[config.mk]
export PLATFORM = sky130hd
export DESIGN_NAME = tern_logic_unit
export DESIGN_NICKNAME = d
export VERILOG_FILES = /design/src/rtl/tlu_pkg.sv /design/src/rtl/tlu_ctrl.sv /design/src/rtl/tlu_datapath.sv /design/src/rtl/tern_logic_unit.sv
export SDC_FILE = /design/constraint.sdc
export NUM_CORES = 1
export LEC_CHECK = 0
export ABC_AREA = 1
export BUFFER_PORTS_ARGS = -buffer_cell sky130_fd_sc_hd__buf_4
export CORE_MARGIN = 1
export CORE_UTILIZATION = 35
export CTS_CLUSTER_DIAMETER = 200
export DETAILED_ROUTE_END_ITERATION = 8
export HOLD_SLACK_MARGIN = 0.15
export SYNTH_ARGS = -nofsm -noshare
export SYNTH_HDL_FRONTEND = slang
export SYNTH_SLANG_ARGS = --single-unit
export TNS_END_PERCENT = 20
[constraint.sdc]
create_clock -name clk -period 11 [get_ports clk]
set_input_delay 1.1 -clock clk [delete_from_list [all_inputs] [get_ports clk]]
set_output_delay 1.1 -clock clk [all_outputs]
set_load 0.01 [all_outputs]
[src/rtl/tlu_pkg.sv]
package tlu_pkg;
  typedef struct packed {
    logic capture;
  } ctrlStrobes_t;
endpackage

[src/rtl/tlu_ctrl.sv]
module tlu_ctrl
  import tlu_pkg::*;
(
  input  logic         clk,
  input  logic         rst,
  input  logic         inValid,
  input  logic         outReady,
  output logic         inReady,
  output logic         outValid,
  output ctrlStrobes_t strobes
);
  logic fullQ;

  assign inReady         = !fullQ || outReady;
  assign strobes.capture = inValid && inReady;
  assign outValid        = fullQ;

  always_ff @(posedge clk) begin
    if (rst) begin
      fullQ <= 1'b0;
    end else if (strobes.capture) begin
      fullQ <= 1'b1;
    end else if (outReady) begin
      fullQ <= 1'b0;
    end
  end
endmodule

[src/rtl/tlu_datapath.sv]
module tlu_datapath
  import tlu_pkg::*;
#(
  parameter int DATA_W  = 64,
  parameter int GROUP_W = 8,
  localparam int NUM_GROUPS = DATA_W / GROUP_W,
  localparam int TBL_W = 8 * NUM_GROUPS
) (
  input  logic              clk,
  input  ctrlStrobes_t      strobes,
  input  logic              opMode,
  input  logic [7:0]        immSel,
  input  logic [TBL_W-1:0]  tblSel,
  input  logic [DATA_W-1:0] srcA0,
  input  logic [DATA_W-1:0] srcA1,
  input  logic [DATA_W-1:0] srcA2,
  output logic [DATA_W-1:0] outData
);
  logic [DATA_W-1:0] resultNext;
  logic [DATA_W-1:0] dataQ;

  for (genvar g = 0; g < NUM_GROUPS; g++) begin : gen_group
    logic [7:0] groupTbl;
    assign groupTbl = opMode ? tblSel[g*8 +: 8] : immSel;
    for (genvar b = 0; b < GROUP_W; b++) begin : gen_lane
      localparam int Pos = g * GROUP_W + b;
      logic [2:0] laneIdx;
      assign laneIdx = {srcA0[Pos], srcA1[Pos], srcA2[Pos]};
      assign resultNext[Pos] = groupTbl[laneIdx];
    end
  end

  always_ff @(posedge clk) begin
    if (strobes.capture) begin
      dataQ <= resultNext;
    end
  end

  assign outData = dataQ;
endmodule

[src/rtl/tern_logic_unit.sv]
module tern_logic_unit
  import tlu_pkg::*;
#(
  parameter int DATA_W  = 64,
  parameter int GROUP_W = 8,
  localparam int TBL_W = 8 * (DATA_W / GROUP_W)
) (
  input  logic              clk,
  input  logic              rst,
  input  logic              inValid,
  output logic              inReady,
  input  logic              opMode,
  input  logic [7:0]        immSel,
  input  logic [TBL_W-1:0]  tblSel,
  input  logic [DATA_W-1:0] srcA0,
  input  logic [DATA_W-1:0] srcA1,
  input  logic [DATA_W-1:0] srcA2,
  output logic              outValid,
  input  logic              outReady,
  output logic [DATA_W-1:0] outData
);
  ctrlStrobes_t strobes;

  tlu_ctrl ctrl_i (
    .clk(clk), .rst(rst), .inValid(inValid), .outReady(outReady),
    .inReady(inReady), .outValid(outValid), .strobes(strobes)
  );

  tlu_datapath #(.DATA_W(DATA_W), .GROUP_W(GROUP_W)) dp_i (
    .clk(clk), .strobes(strobes), .opMode(opMode), .immSel(immSel),
    .tblSel(tblSel), .srcA0(srcA0), .srcA1(srcA1), .srcA2(srcA2),
    .outData(outData)
  );
endmodule

Word level (Yosys, flattened, before mapping)
Index checks and enable logic that the tools add are counted.
{"block": "word_totals", "regBits": 65, "inputBits": 269}
{"block": "classes", "n_lt_le_gt_ge": 64, "n_mux": 138, "reduce_logical": 4}
{"cell": "3-bit by 4-bit less-than comparator with 1-bit output, second input constant", "n": 64}
{"cell": "1-bit binary-select mux with 3-bit select", "n": 64}
{"cell": "1-bit two-way mux", "n": 66}
{"cell": "8-bit two-way mux", "n": 8}
{"cell": "2-bit nonzero test", "n": 1}
{"cell": "1-bit logical AND", "n": 1}
{"cell": "1-bit zero test", "n": 1}
{"cell": "1-bit logical OR", "n": 1}

Longest topological paths before layout
Gate-level depths: netlist of run 1.
{"block": "logic_depth", "depth_word": 4, "depth_mapped": 8}

Modules after synthesis
Synthesis of run 1 repeated with hierarchy kept, for this count alone.
{"block": "hier_totals", "cells_unflattened": 1478, "hier_area_um2": 8638.3}
{"module": "tlu_datapath", "n_inst": 1, "cells_per_inst": 1472, "area_each_um2": 8590.7}
{"module": "tlu_ctrl", "n_inst": 1, "cells_per_inst": 6, "area_each_um2": 47.5}

Least setup slack after synthesis of run 1
No wires, ideal clock.
{"block": "synth_path", "kind": "in2reg", "startpoint": "input inValid", "endpoint": "register dp_i.dataQ[0] (netlist: dp_i.outData[0]), enable pin", "arrival_ps": 4249, "required_time_ps": 10493, "path_slack_ps": 6244, "stages": 2, "path_buffers": 0, "cell_sequence": "inv_1 > a21oi_1"}
{"block": "synth_between", "elab_chain_cells": 1}
{"element": "start, declared", "line_no": "tern_logic_unit.sv:10", "rtl": "input logic inValid,"}
{"element": "1-bit logical AND", "line_no": "tlu_ctrl.sv:15", "rtl": "assign strobes.capture = inValid && inReady;"}
{"element": "named net ctrl_i.strobes", "line_no": "tlu_ctrl.sv:10", "rtl": "output ctrlStrobes_t strobes"}
{"element": "end signal, assigned", "line_no": "tlu_datapath.sv:35", "rtl": "dataQ <= resultNext;"}
{"element": "end, declared", "line_no": "tlu_datapath.sv:20", "rtl": "logic [DATA_W-1:0] dataQ;"}
The timed path passes the listed nets, and every way through them passes these cells.
A chain may end at the register's enable or synchronous reset.

Worst setup path in the final report of run 1
{"block": "layout_path", "startpoint": "input opMode", "endpoint": "register dp_i.dataQ[48] (netlist: dp_i.outData[48]) (data pin)"}
{"block": "layout_between", "elab_chain_cells": 3}
{"element": "start, declared", "line_no": "tern_logic_unit.sv:12", "rtl": "input logic opMode,"}
{"element": "8-bit two-way mux", "line_no": "tlu_datapath.sv:24", "rtl": "assign groupTbl = opMode ? tblSel[g*8 +: 8] : immSel;"}
{"element": "1-bit binary-select mux with 3-bit select", "line_no": "tlu_datapath.sv:29", "rtl": "assign resultNext[Pos] = groupTbl[laneIdx];"}
{"element": "1-bit two-way mux (not written as such)", "line_no": "tlu_datapath.sv:29"}
{"element": "named net dp_i.resultNext[48]", "line_no": "tlu_datapath.sv:19", "rtl": "logic [DATA_W-1:0] resultNext;"}
The timed path passes the listed nets, and every way through them passes these cells. The select of a mux whose other input is x is not followed.

==> reports/metrics.cfg, run 1 <==
[power]
vdd_drop_max_mv = 0.05889
power_density_nw_per_um2 = 93.37
p_sw_uw = 391.5
leakagePower_nw = 6.415
seq_power_share_pct = 29.2
clkPwrFrac_pct = 29.9
power_frac_comb_pct = 40.9
internal_power_uw = 680.2
switching_share_pct = 36.53

[logic_synthesis]
synth_cells = 1478
synth_area_um2 = 8602
synth_common_cells = 768 x nand3_1, 325 x nand2_1, 194 x inv_1, 68 x nand2_2, 64 x edfxtp_1
ys_types = 11
synth_edf_count = 64
synth-seq-cells = 65
synthTopCellsByArea = nand3_1 45%, edfxtp_1 22%, nand2_1 14%
synth_nets = 1747
synthFlopType = edfxtp_1
netlist.top_cell.by_area = nand3_1
yosys_warnings = 0
ys_seq_area_share_pct = 22.57
avgSynthCellArea_um2 = 5.820
synthArstFlopShare_pct = 0
synth.most_common_cell = nand3_1
synth_top_cell_area_share_pct = 44.68

[timing]
rsz0062_at_grt = false
layout_setup_ws_ns = 7.293
tightest_slew_ns = 1.092
final_period_minus_worst_setup_slack_ns = 3.707
finalClockSkew_ns = 0.01008
finalHoldViolations = 0
setup_viol = 0
drv_slew = 0
fmax_ghz = 0.2697
slew_headroom_pct = 27.18
setup-tns-final_ns = 0
fin_crit_sh_pct = 33.70

[global_route]
grt_pass1_wl_um = 59950
grt-ovfl-total = 0
grt_usage_pct = 29.93
grt_pass1_vias = 11110
grt_max_degree = 66
antenna_found_initial = 2

[routing]
antenna_left = 0
drt-wirelength-per-cell_um = 18.50
firstDrtPassIters = 7
wl_met1_um = 15500
top_layer = met4
first_iter_violations = 892
num_vias = 11880
drc = 0
viasPerCell = 5.634
wl_met2_um = 17720
drt-total-wl_um = 38990
route.met3.wl_um = 4426

[clock_tree]
ctsHoldBuffers = 0
clk_latency_ns = 0.35
clockBufferDepth = 2
root_buffer = clkbuf_16
cts_setup_buffers = 0
numCtsBuffers = 9
path_clk_slew_ns = 0.06
htreeDepth = 3
cts_tree = done
postCtsResizedCells = 0
cts_sinks = 65

[die]
coreArea_um2 = 24180
die_h_um = 158.8
die-width_um = 158.8
ios = 335
initial_core_util_pct = 35.58
row_count = 57
die-area_um2 = 25210

[job]
cap_violations = 0

[place]
globalplace.congestion = 0.8930
hpwl_um = 26660
io_buffers = 334
pre_cts_ws_ns = 6.943

[worst_setup_path]
endpoint_kind = register
path_max_fanout = 65
r2r_end = dp_i.outData[31]
reg2regPathDepth = 2
worst-r2r-setup-slack_ns = 9.28
worstPathArrival_ns = 3.82
crit_path_start_kind = input port
crit_end = dp_i.outData[48]
crit_type = in2reg
critPathRequiredTime_ns = 11.11
crit_path_start = opMode
timing.rr.start = ctrl_i.outValid

[min_path]
hold_path.class = reg2reg

[cells_and_area]
nets = 2046
drive_above_1_share_pct = 23.96
areaGrowthSynthToFinish_pct = 33.44

[run_status]
outcome = finished clean

## critical path, cell delays in order
cell and delay [ns]:
buf_4 0.80, inv_2 0.28, nand2_2 0.55, buf_4 0.60, nand3_1 0.18, nand3_1 0.11, nand2_1 0.07, nand2_1 0.05
nand2_1 0.04
## registers in the layout, summed over array words and instances, names as in the netlist
register	count
ctrl_i.outValid	1
dp_i.outData	64
## layout by cell type (no fill, tap or decap), drive strengths merged
master  instances
a21oi           2
buf           343
bufinv          1
clkbuf         14
clkinv          1
dfxtp           1
diode           2
edfxtp         64
inv           195
nand2         393
nand3         768
## metrics by stage
step | area (µm²) | power (mW) | utilization (%) | instances | hold slack, ns
floorplan | 8602 | 0.5587 | - | 1478 | 0.5770
global placement | 11160 | 0.7463 | 46.18 | 2090 | 0.5323
detailed placement | 11160 | 0.7505 | 46.18 | 2090 | 0.5361
CTS | 11470 | 1.075 | 47.46 | 2106 | 0.5439
global route | 11480 | 1.133 | 47.47 | 2107 | 0.6219
finish | 11480 | 1.072 | 47.48 | 2108 | 0.5426
## area by class of cell
class,count,area [µm²]
Timing Repair Buffer,343,2575
Tap cell,324,405.4
Clock buffer,14,274.0
Clock inverter,2,35.03
Multi-Input combinational cell,1163,5510
Inverter,195,732.0
Antenna cell,2,5.005
Fill cell,2520,12700
Sequential cell,65,1942
## per-layer routing
layer | vias up | GRT usage, %
met1 | 5388 | 37.24
li1 | 5637 | -
met2 | 760 | 48.43
met3 | 91 | 7.236
met4 | 0 | 14.17
met5 | - | 0
## kinds of logic after synthesis
logic type / count (synthesis) / share of synthesized area [%]
buf+inv: 250 / 13.50
flops: 65 / 22.57
simple gates: 1161 / 63.81
compound gates: 2 / 0.1164
## power groups by stage
stage	Clock [mW]	Sequential (mW)	Combinational, mW
after floorplan	0	0.328	0.231
after global placement	0	0.319	0.428
after detailed placement	0	0.318	0.433
after CTS	0.328	0.313	0.434
after global routing	0.336	0.315	0.482
final	0.320	0.313	0.439
## how the worst min path moves through the flow
stage | from | end | cells after the start
finish | ctrl_i.outValid | ctrl_i.outValid | 2
global route | ctrl_i.outValid | ctrl_i.outValid | 2
CTS | ctrl_i.outValid | ctrl_i.outValid | 2
detailed placement | ctrl_i.outValid | ctrl_i.outValid | 2
global placement | ctrl_i.outValid | ctrl_i.outValid | 2
floorplan | ctrl_i.outValid | ctrl_i.outValid | 2
No activity file was read; power rests on OpenSTA's default activity.
==> inputs of run 2 (changes only) <==
ABC_AREA = 0   (was 1)
clock period = 3.63 ns   (was 11 ns; I/O delays follow)
==> run 2 against run 1 <==
Compared with the run above: clock skew up 0.0026 ns; setup slack worse by 5.7 ns; count of clock-buffer cells in the layout down 1; critical path type unchanged; largest power group unchanged.
==> reports/metrics.cfg, run 2 <==
[timing]
fmax_ghz = 0.5029
setup-tns-final_ns = 0  ; unchanged
rsz0062_at_grt = false  ; unchanged
slew_headroom_pct = 27.88  ; was 27.18%
setup_viol = 0  ; unchanged
tightest_slew_ns = 1.082  ; was 1.092 ns
finalClockSkew_ns = 0.01266  ; was 0.01008 ns
drv_slew = 0  ; unchanged
final_period_minus_worst_setup_slack_ns = 1.988
fin_crit_sh_pct = 54.77
finalHoldViolations = 0  ; unchanged

[routing]
drt-total-wl_um = 33640  ; was 38,990 µm
firstDrtPassIters = 4  ; was 7
first_iter_violations = 759  ; was 892
drc = 0  ; unchanged
viasPerCell = 6.440  ; was 5.634
antenna_left = 0  ; unchanged
num_vias = 8501  ; was 11,880
drt-wirelength-per-cell_um = 25.49  ; was 18.50 µm

[cells_and_area]
drive_above_1_share_pct = 62.85  ; was 23.96%
largest_register_ffs = 64  ; unchanged
most-common-layout-cells = 333 x buf_4, 236 x mux4_2, 71 x mux2i_1, 64 x a21oi_1, 64 x edfxtp_1  ; was 768 x nand3_1, 343 x buf_4, 325 x nand2_1, 194 x inv_1, 68 x nand2_2
num_antenna_cells = 0  ; was 2
post-route-util_pct = 46.22  ; was 47.48%
final_common_cell = buf_4  ; was nand3_1
nets = 1206  ; was 2,046
fill_cells = 2564  ; was 2,520
areaGrowthSynthToFinish_pct = 29.38  ; was 33.44%

[logic_synthesis]
synth_nets = 932  ; was 1,747
ys_types = 22  ; was 11
synth_top_cell_area_share_pct = 53.26  ; was 44.68%
synth_edf_count = 64  ; unchanged
yosys_warnings = 0  ; unchanged
synthTopCellsByArea = mux4_2 53%, edfxtp_1 19%, mux2i_1 7.1%  ; was nand3_1 45%, edfxtp_1 22%, nand2_1 14%
synthSimpleGateAreaFrac_pct = 4.401  ; was 63.81%
synth.most_common_cell = mux4_2  ; was nand3_1
synthAdderAreaFrac_pct = 0  ; unchanged
synth_cells = 663  ; was 1,478
synth_compound_area_share_pct = 7.974  ; was 0.1164%
ys_seq_area_share_pct = 19.46  ; was 22.57%
synth_common_cells = 236 x mux4_2, 71 x mux2i_1, 64 x a21oi_1, 64 x edfxtp_1, 63 x nor2b_1  ; was 768 x nand3_1, 325 x nand2_1, 194 x inv_1, 68 x nand2_2, 64 x edfxtp_1
synth_xor_area_share_pct = 0  ; unchanged
synth_area_um2 = 9980  ; was 8602 µm²
synthMuxAreaShare_pct = 63.73  ; was 0%
synthFlopType = edfxtp_1  ; unchanged
avgSynthCellArea_um2 = 15.05  ; was 5.820 µm²
synth_top_family_by_area = multiplexers  ; was simple AND/OR/NAND/NOR gates
synth-seq-cells = 65  ; unchanged
netlist.top_cell.by_area = mux4_2  ; was nand3_1
synthArstFlopShare_pct = 0  ; unchanged

[place]
globalplace.congestion = 0.7963  ; was 0.8930
hpwl_um = 22140  ; was 26,660 µm
io_buffers = 334  ; unchanged

[worst_setup_path]
critPathRequiredTime_ns = 3.72  ; was 11.11 ns
reg2regPathDepth = 2  ; unchanged
path_max_fanout = 88  ; was 65
crit_chain = buf_8, buf_12, mux4_2, nor2b_1, a211oi_1, a21oi_1  ; was buf_4, inv_2, nand2_2, buf_4, nand3_1, nand3_1, nand2_1, nand2_1, nand2_1
worst-path-buf-inv = 2  ; was 3
crit_type = in2reg  ; unchanged
worstPathArrival_ns = 2.08  ; was 3.82 ns
worst-r2r-setup-slack_ns = 1.90  ; was 9.28 ns
crit_path_start = opMode  ; unchanged
crit_path_start_kind = input port  ; unchanged
crit_family = buffers and inverters  ; unchanged
r2r_end = dp_i.outData[47]  ; was dp_i.outData[31]
cpMaxStageDelayCell = buf_8  ; was buf_4
cpPeakStageDelay_ns = 0.56  ; was 0.80 ns
endpoint_kind = register  ; unchanged
timing.rr.start = ctrl_i.outValid  ; unchanged

[clock_tree]
clockBufferDepth = 2  ; unchanged
htreeDepth = 3  ; unchanged
postCtsResizedCells = 0  ; unchanged
cts_sinks = 65  ; unchanged
path_clk_slew_ns = 0.07  ; was 0.06 ns
cts_setup_buffers = 0  ; unchanged
clk_latency_ns = 0.35  ; about the same
root_buffer = clkbuf_16  ; unchanged
numCtsBuffers = 9  ; unchanged
cts_tree = done  ; unchanged

[run_status]
outcome = finished clean  ; unchanged

[power]
power_density_nw_per_um2 = 258.2  ; was 93.37 nW/µm²
leakagePower_nw = 4.806  ; was 6.415 nW
vdd_drop_max_mv = 0.2352  ; was 0.05889 mV

[die]
ios = 335  ; unchanged
die-area_um2 = 29190  ; was 25,210 µm²
row_count = 61  ; was 57
die-width_um = 170.9  ; was 158.8 µm
die_h_um = 170.9  ; was 158.8 µm
initial_core_util_pct = 35.73  ; was 35.58%
coreArea_um2 = 27930  ; was 24,180 µm²

[global_route]
grtUsageMet1_pct = 29.15  ; was 37.24%
grt_use_met2_pct = 39.06  ; was 48.43%
grt_max_degree = 89  ; was 66
busiest_layer = met2  ; unchanged
grt_pass1_vias = 8460  ; was 11,110
grt-ovfl-total = 0  ; unchanged
grt_use_met3_pct = 4.580  ; was 7.236%
antenna_found_initial = 0  ; was 2
grt_pass1_wl_um = 49730  ; was 59,950 µm
grt_usage_pct = 22.82  ; was 29.93%

[min_path]
hold_depth = 3  ; was 2
hold_path.class = in2reg  ; was reg2reg
holdPathEnd = ctrl_i.outValid  ; unchanged
hp-start = inValid  ; was ctrl_i.outValid

[job]
cap_violations = 0  ; unchanged

run 2: cell types whose count changed after synthesis, moves of 19 or more:
cell / previous run / this run
clkbuf_1: 0 / 47
nand3_1: 768 / 0
mux4_2: 0 / 236
mux2i_1: 0 / 71
nand2_1: 325 / 2
inv_1: 194 / 1
buf_4: 34 / 15
a211oi_1: 0 / 61
nor2b_1: 0 / 63
a21oi_1: 2 / 64
nand2_2: 68 / 0
run 2: how the worst max path moves through the flow:
stage / depth (start not counted) / endpoint / slack (ns)
after floorplan: 2 / dp_i.outData[0] / 1.12
after CTS: 6 / dp_i.outData[32] / 1.68
final: 6 / dp_i.outData[32] / 1.64
after detailed placement: 6 / dp_i.outData[32] / 1.31
after global placement: 6 / dp_i.outData[20] / 1.33
after global routing: 6 / dp_i.outData[58] / 1.51
run 2: power by group:
group	internal, mW	switching, mW
Clock	0.551	0.374
Combinational	0.838	0.627
Sequential	0.921	0.0228
run 2: logic make-up after synthesis:
family | after synthesis
mux | 322
simple gates | 72
compound gates | 127
buf+inv | 77
flops | 65
run 2: what timing repair did:
action | in CTS | in global routing
endpoints found under the setup margin | 0 | 0
hold buffers | 1 | 0
endpoints found under the hold margin | 1 | 0
run 2: per-layer routing:
metal / up-vias / part of all wire [%]
met5: - / 0
met4: 0 / 1.5
met3: 34 / 10
met2: 517 / 51
met1: 4388 / 38
li1: 3562 / -
run 2: cell type report:
cell class / instances / area (µm²) / share of cell area (%)
multi-input cells: 521 / 7597 / 58.84
repair buffers: 339 / 2605 / 20.18
flip-flops and latches: 65 / 1942 / 15.04
well taps: 378 / 473.0 / 3.663
clock buffers: 13 / 250.2 / 1.938
clock inverters: 3 / 40.04 / 0.3101
inverters: 1 / 3.754 / 0.02907
run 2: worst register-to-register path, cell delays in order, from the launching register on:
cell and delay [ns]:
dfxtp_1 0.31, nand2b_1 0.11, and2_4 0.88
run 2: through the flow:
step	setup slack [ns]	cell area (µm²)	hold WS (ns)	power [mW]	instances
floorplan	1.118	9980	0.4321	1.802	663
global placement	1.332	12610	0.5176	2.409	1303
detailed placement	1.311	12610	0.5206	2.425	1303
CTS	1.682	12910	0.2390	3.368	1320
global route	1.514	12910	0.2479	3.499	1320
finish	1.642	12910	0.2491	3.334	1320
==> inputs of run 3 (changes only) <==
clock period = 2 ns   (was 3.63 ns; I/O delays follow)
==> run 3 against run 2 <==
Compared with the run above: register-to-register slack got worse by 1.3 ns; non-clock buffer count increased by 67; clock power increased by 81%; critical path depth increased by 1; setup slack got worse by 1.1 ns; die area unchanged; count of clock-buffer cells in the layout unchanged; sequential share of layout area decreased by 0.73 points; wire length increased by 2.1%; largest cell class unchanged.
==> reports/metrics.cfg, run 3 (synthesis results as in run 2) <==
[routing]
first_iter_violations = 676  ; was 759
firstDrtPassIters = 5  ; was 4
num_vias = 8589  ; was 8,501
viasPerCell = 6.188  ; was 6.440
drc = 0  ; unchanged
antenna_left = 0  ; unchanged
drt-wirelength-per-cell_um = 24.75  ; was 25.49 µm
drt-total-wl_um = 34350  ; was 33,640 µm

[timing]
setup_viol = 0  ; unchanged
fmax_ghz = 0.6780
tightest_slew_ns = 0.7814  ; was 1.082 ns
setup-tns-final_ns = 0  ; unchanged
slew_headroom_pct = 47.91  ; was 27.88%
finalClockSkew_ns = 0.007882  ; was 0.01266 ns
fin_crit_sh_pct = 73.75
drv_slew = 0  ; unchanged
rsz0062_at_grt = false  ; unchanged
final_period_minus_worst_setup_slack_ns = 1.475
finalHoldViolations = 0  ; unchanged

[clock_tree]
postCtsResizedCells = 0  ; unchanged
root_buffer = clkbuf_16  ; unchanged
clockBufferDepth = 2  ; unchanged
path_clk_slew_ns = 0.07  ; about the same
cts_tree = done  ; unchanged
ctsHoldBuffers = 32  ; was 1
cts_setup_buffers = 0  ; unchanged
htreeDepth = 3  ; unchanged
numCtsBuffers = 9  ; unchanged
cts_sinks = 65  ; unchanged
clk_latency_ns = 0.34  ; was 0.35 ns

[die]
initial_core_util_pct = 35.73  ; unchanged
coreArea_um2 = 27930  ; unchanged
die-width_um = 170.9  ; unchanged
die_h_um = 170.9  ; unchanged
ios = 335  ; unchanged
row_count = 61  ; unchanged
die-area_um2 = 29190  ; unchanged

[cells_and_area]
nets = 1273  ; was 1,206
fill_cells = 2508  ; was 2,564
regArea_um2 = 1942  ; unchanged
areaGrowthSynthToFinish_pct = 36.00  ; was 29.38%
most-common-layout-cells = 362 x buf_4, 236 x mux4_2, 71 x mux2i_1, 64 x a21oi_1, 64 x edfxtp_1  ; was 333 x buf_4, 236 x mux4_2, 71 x mux2i_1, 64 x a21oi_1, 64 x edfxtp_1
multiInputGateArea_um2 = 7597  ; unchanged
final_common_cell = buf_4  ; unchanged
largest_register_ffs = 64  ; unchanged
drive_above_1_share_pct = 62.14  ; was 62.85%
instances_no_fill = 1388  ; was 1,320

[worst_setup_path]
endpoint_kind = register  ; unchanged
cpMostUsedCell = buf_12
cpMaxStageDelayCell = mux4_2  ; was buf_8
crit_chain = buf_8, buf_12, buf_12, mux4_2, nor2b_1, a211oi_1, a21oi_1  ; was buf_8, buf_12, mux4_2, nor2b_1, a211oi_1, a21oi_1
path_max_fanout = 24  ; was 88
worst-r2r-setup-slack_ns = 0.65  ; was 1.90 ns
cpPeakStageDelay_ns = 0.31  ; was 0.56 ns
critPathRequiredTime_ns = 2.09  ; was 3.72 ns
worstPathArrival_ns = 1.56  ; was 2.08 ns
crit_type = in2reg  ; unchanged
crit_path_start_kind = input port  ; unchanged

[global_route]
grt_pass1_vias = 8740  ; was 8,460
antenna_found_initial = 1  ; was 0
grt_max_degree = 65  ; was 89
grt_usage_pct = 23.27  ; was 22.82%
grt-ovfl-total = 0  ; unchanged
grt_pass1_wl_um = 50740  ; was 49,730 µm

[power]
clkPwrFrac_pct = 27.1  ; was 27.7%
leakagePower_nw = 5.136  ; was 4.806 nW
vdd_drop_max_mv = 0.4341  ; was 0.2352 mV
power_frac_comb_pct = 45.2  ; was 43.9%
switching_share_pct = 30.49  ; was 30.71%
internal_power_mw = 4.292  ; was 2.310 mW
seq_power_share_pct = 27.7  ; was 28.3%
p_sw_mw = 1.882  ; was 1.024 mW
power_density_nw_per_um2 = 454.9  ; was 258.2 nW/µm²

[place]
io_buffers = 334  ; unchanged
place_inst = 1338  ; was 1,303
hpwl_um = 23540  ; was 22,140 µm
globalplace.congestion = 0.8237  ; was 0.7963

[min_path]
hold_path.class = in2reg  ; unchanged

[job]
cap_violations = 0  ; unchanged

[run_status]
outcome = finished clean  ; unchanged

run 3: cell count changes in the layout (fill, tap and decap cells not counted), sizes merged:
cell | before | now
dlygate4sd3 | 1 | 33
diode | 0 | 1
buf | 338 | 373
run 3: worst paths after layout:
kind              cells past startpoint                to            start
setup / recovery                      7  dp_i.outData[63]           opMode
hold / removal                        2  dp_i.outData[41]        srcA2[41]
setup reg to reg                      3  dp_i.outData[46]  ctrl_i.outValid
hold reg to reg                       3  dp_i.outData[62]  ctrl_i.outValid
run 3: cell type report:
class	instances	share of cell area, %
inverter	1	0.02766
antenna	1	0.01844
tap	378	3.485
sequential	65	14.31
clock inverter	3	0.2950
timing repair buffer	406	24.04
multi-input combinational	521	55.98
clock buffer	13	1.844
run 3: per-stage QoR:
step                      total power, mW  area [µm²]  setup WS [ns]  hold slack [ns]  util, %
after CTS                           6.234       13560         0.5567           0.1501    48.54
after floorplan                     3.269        9981         0.2411           0.2691        -
after global placement              4.452       12950         0.2093           0.3598    46.35
after detailed placement            4.477       12950         0.1861           0.3686    46.35
final                               6.174       13570         0.5250           0.1646    48.58
after global routing                6.465       13570         0.4324           0.1535    48.58
run 3: power by group through the flow:
stage                     Combinational (mW)  Sequential [mW]  Clock (mW)
after global placement                  2.71             1.74           0
after global routing                    2.98             1.72        1.76
after CTS                               2.79             1.71        1.73
after detailed placement                2.74             1.74           0
after floorplan                         1.47             1.80           0
final                                   2.79             1.71        1.67
run 3: layer usage:
layer	vias up	share of wire, %	global-route usage, %
li1	3706	-	-
met1	4355	39	30.74
met2	492	50	38.70
met3	36	9.6	4.603
met4	0	1.3	6.988
met5	-	0	0
run 3: worst max-delay path: cells and delay by family:
family	cells	cell delay [ns]
buf+inv	3	0.59
mux	1	0.31
compound gates	2	0.28
simple gates	1	0.15
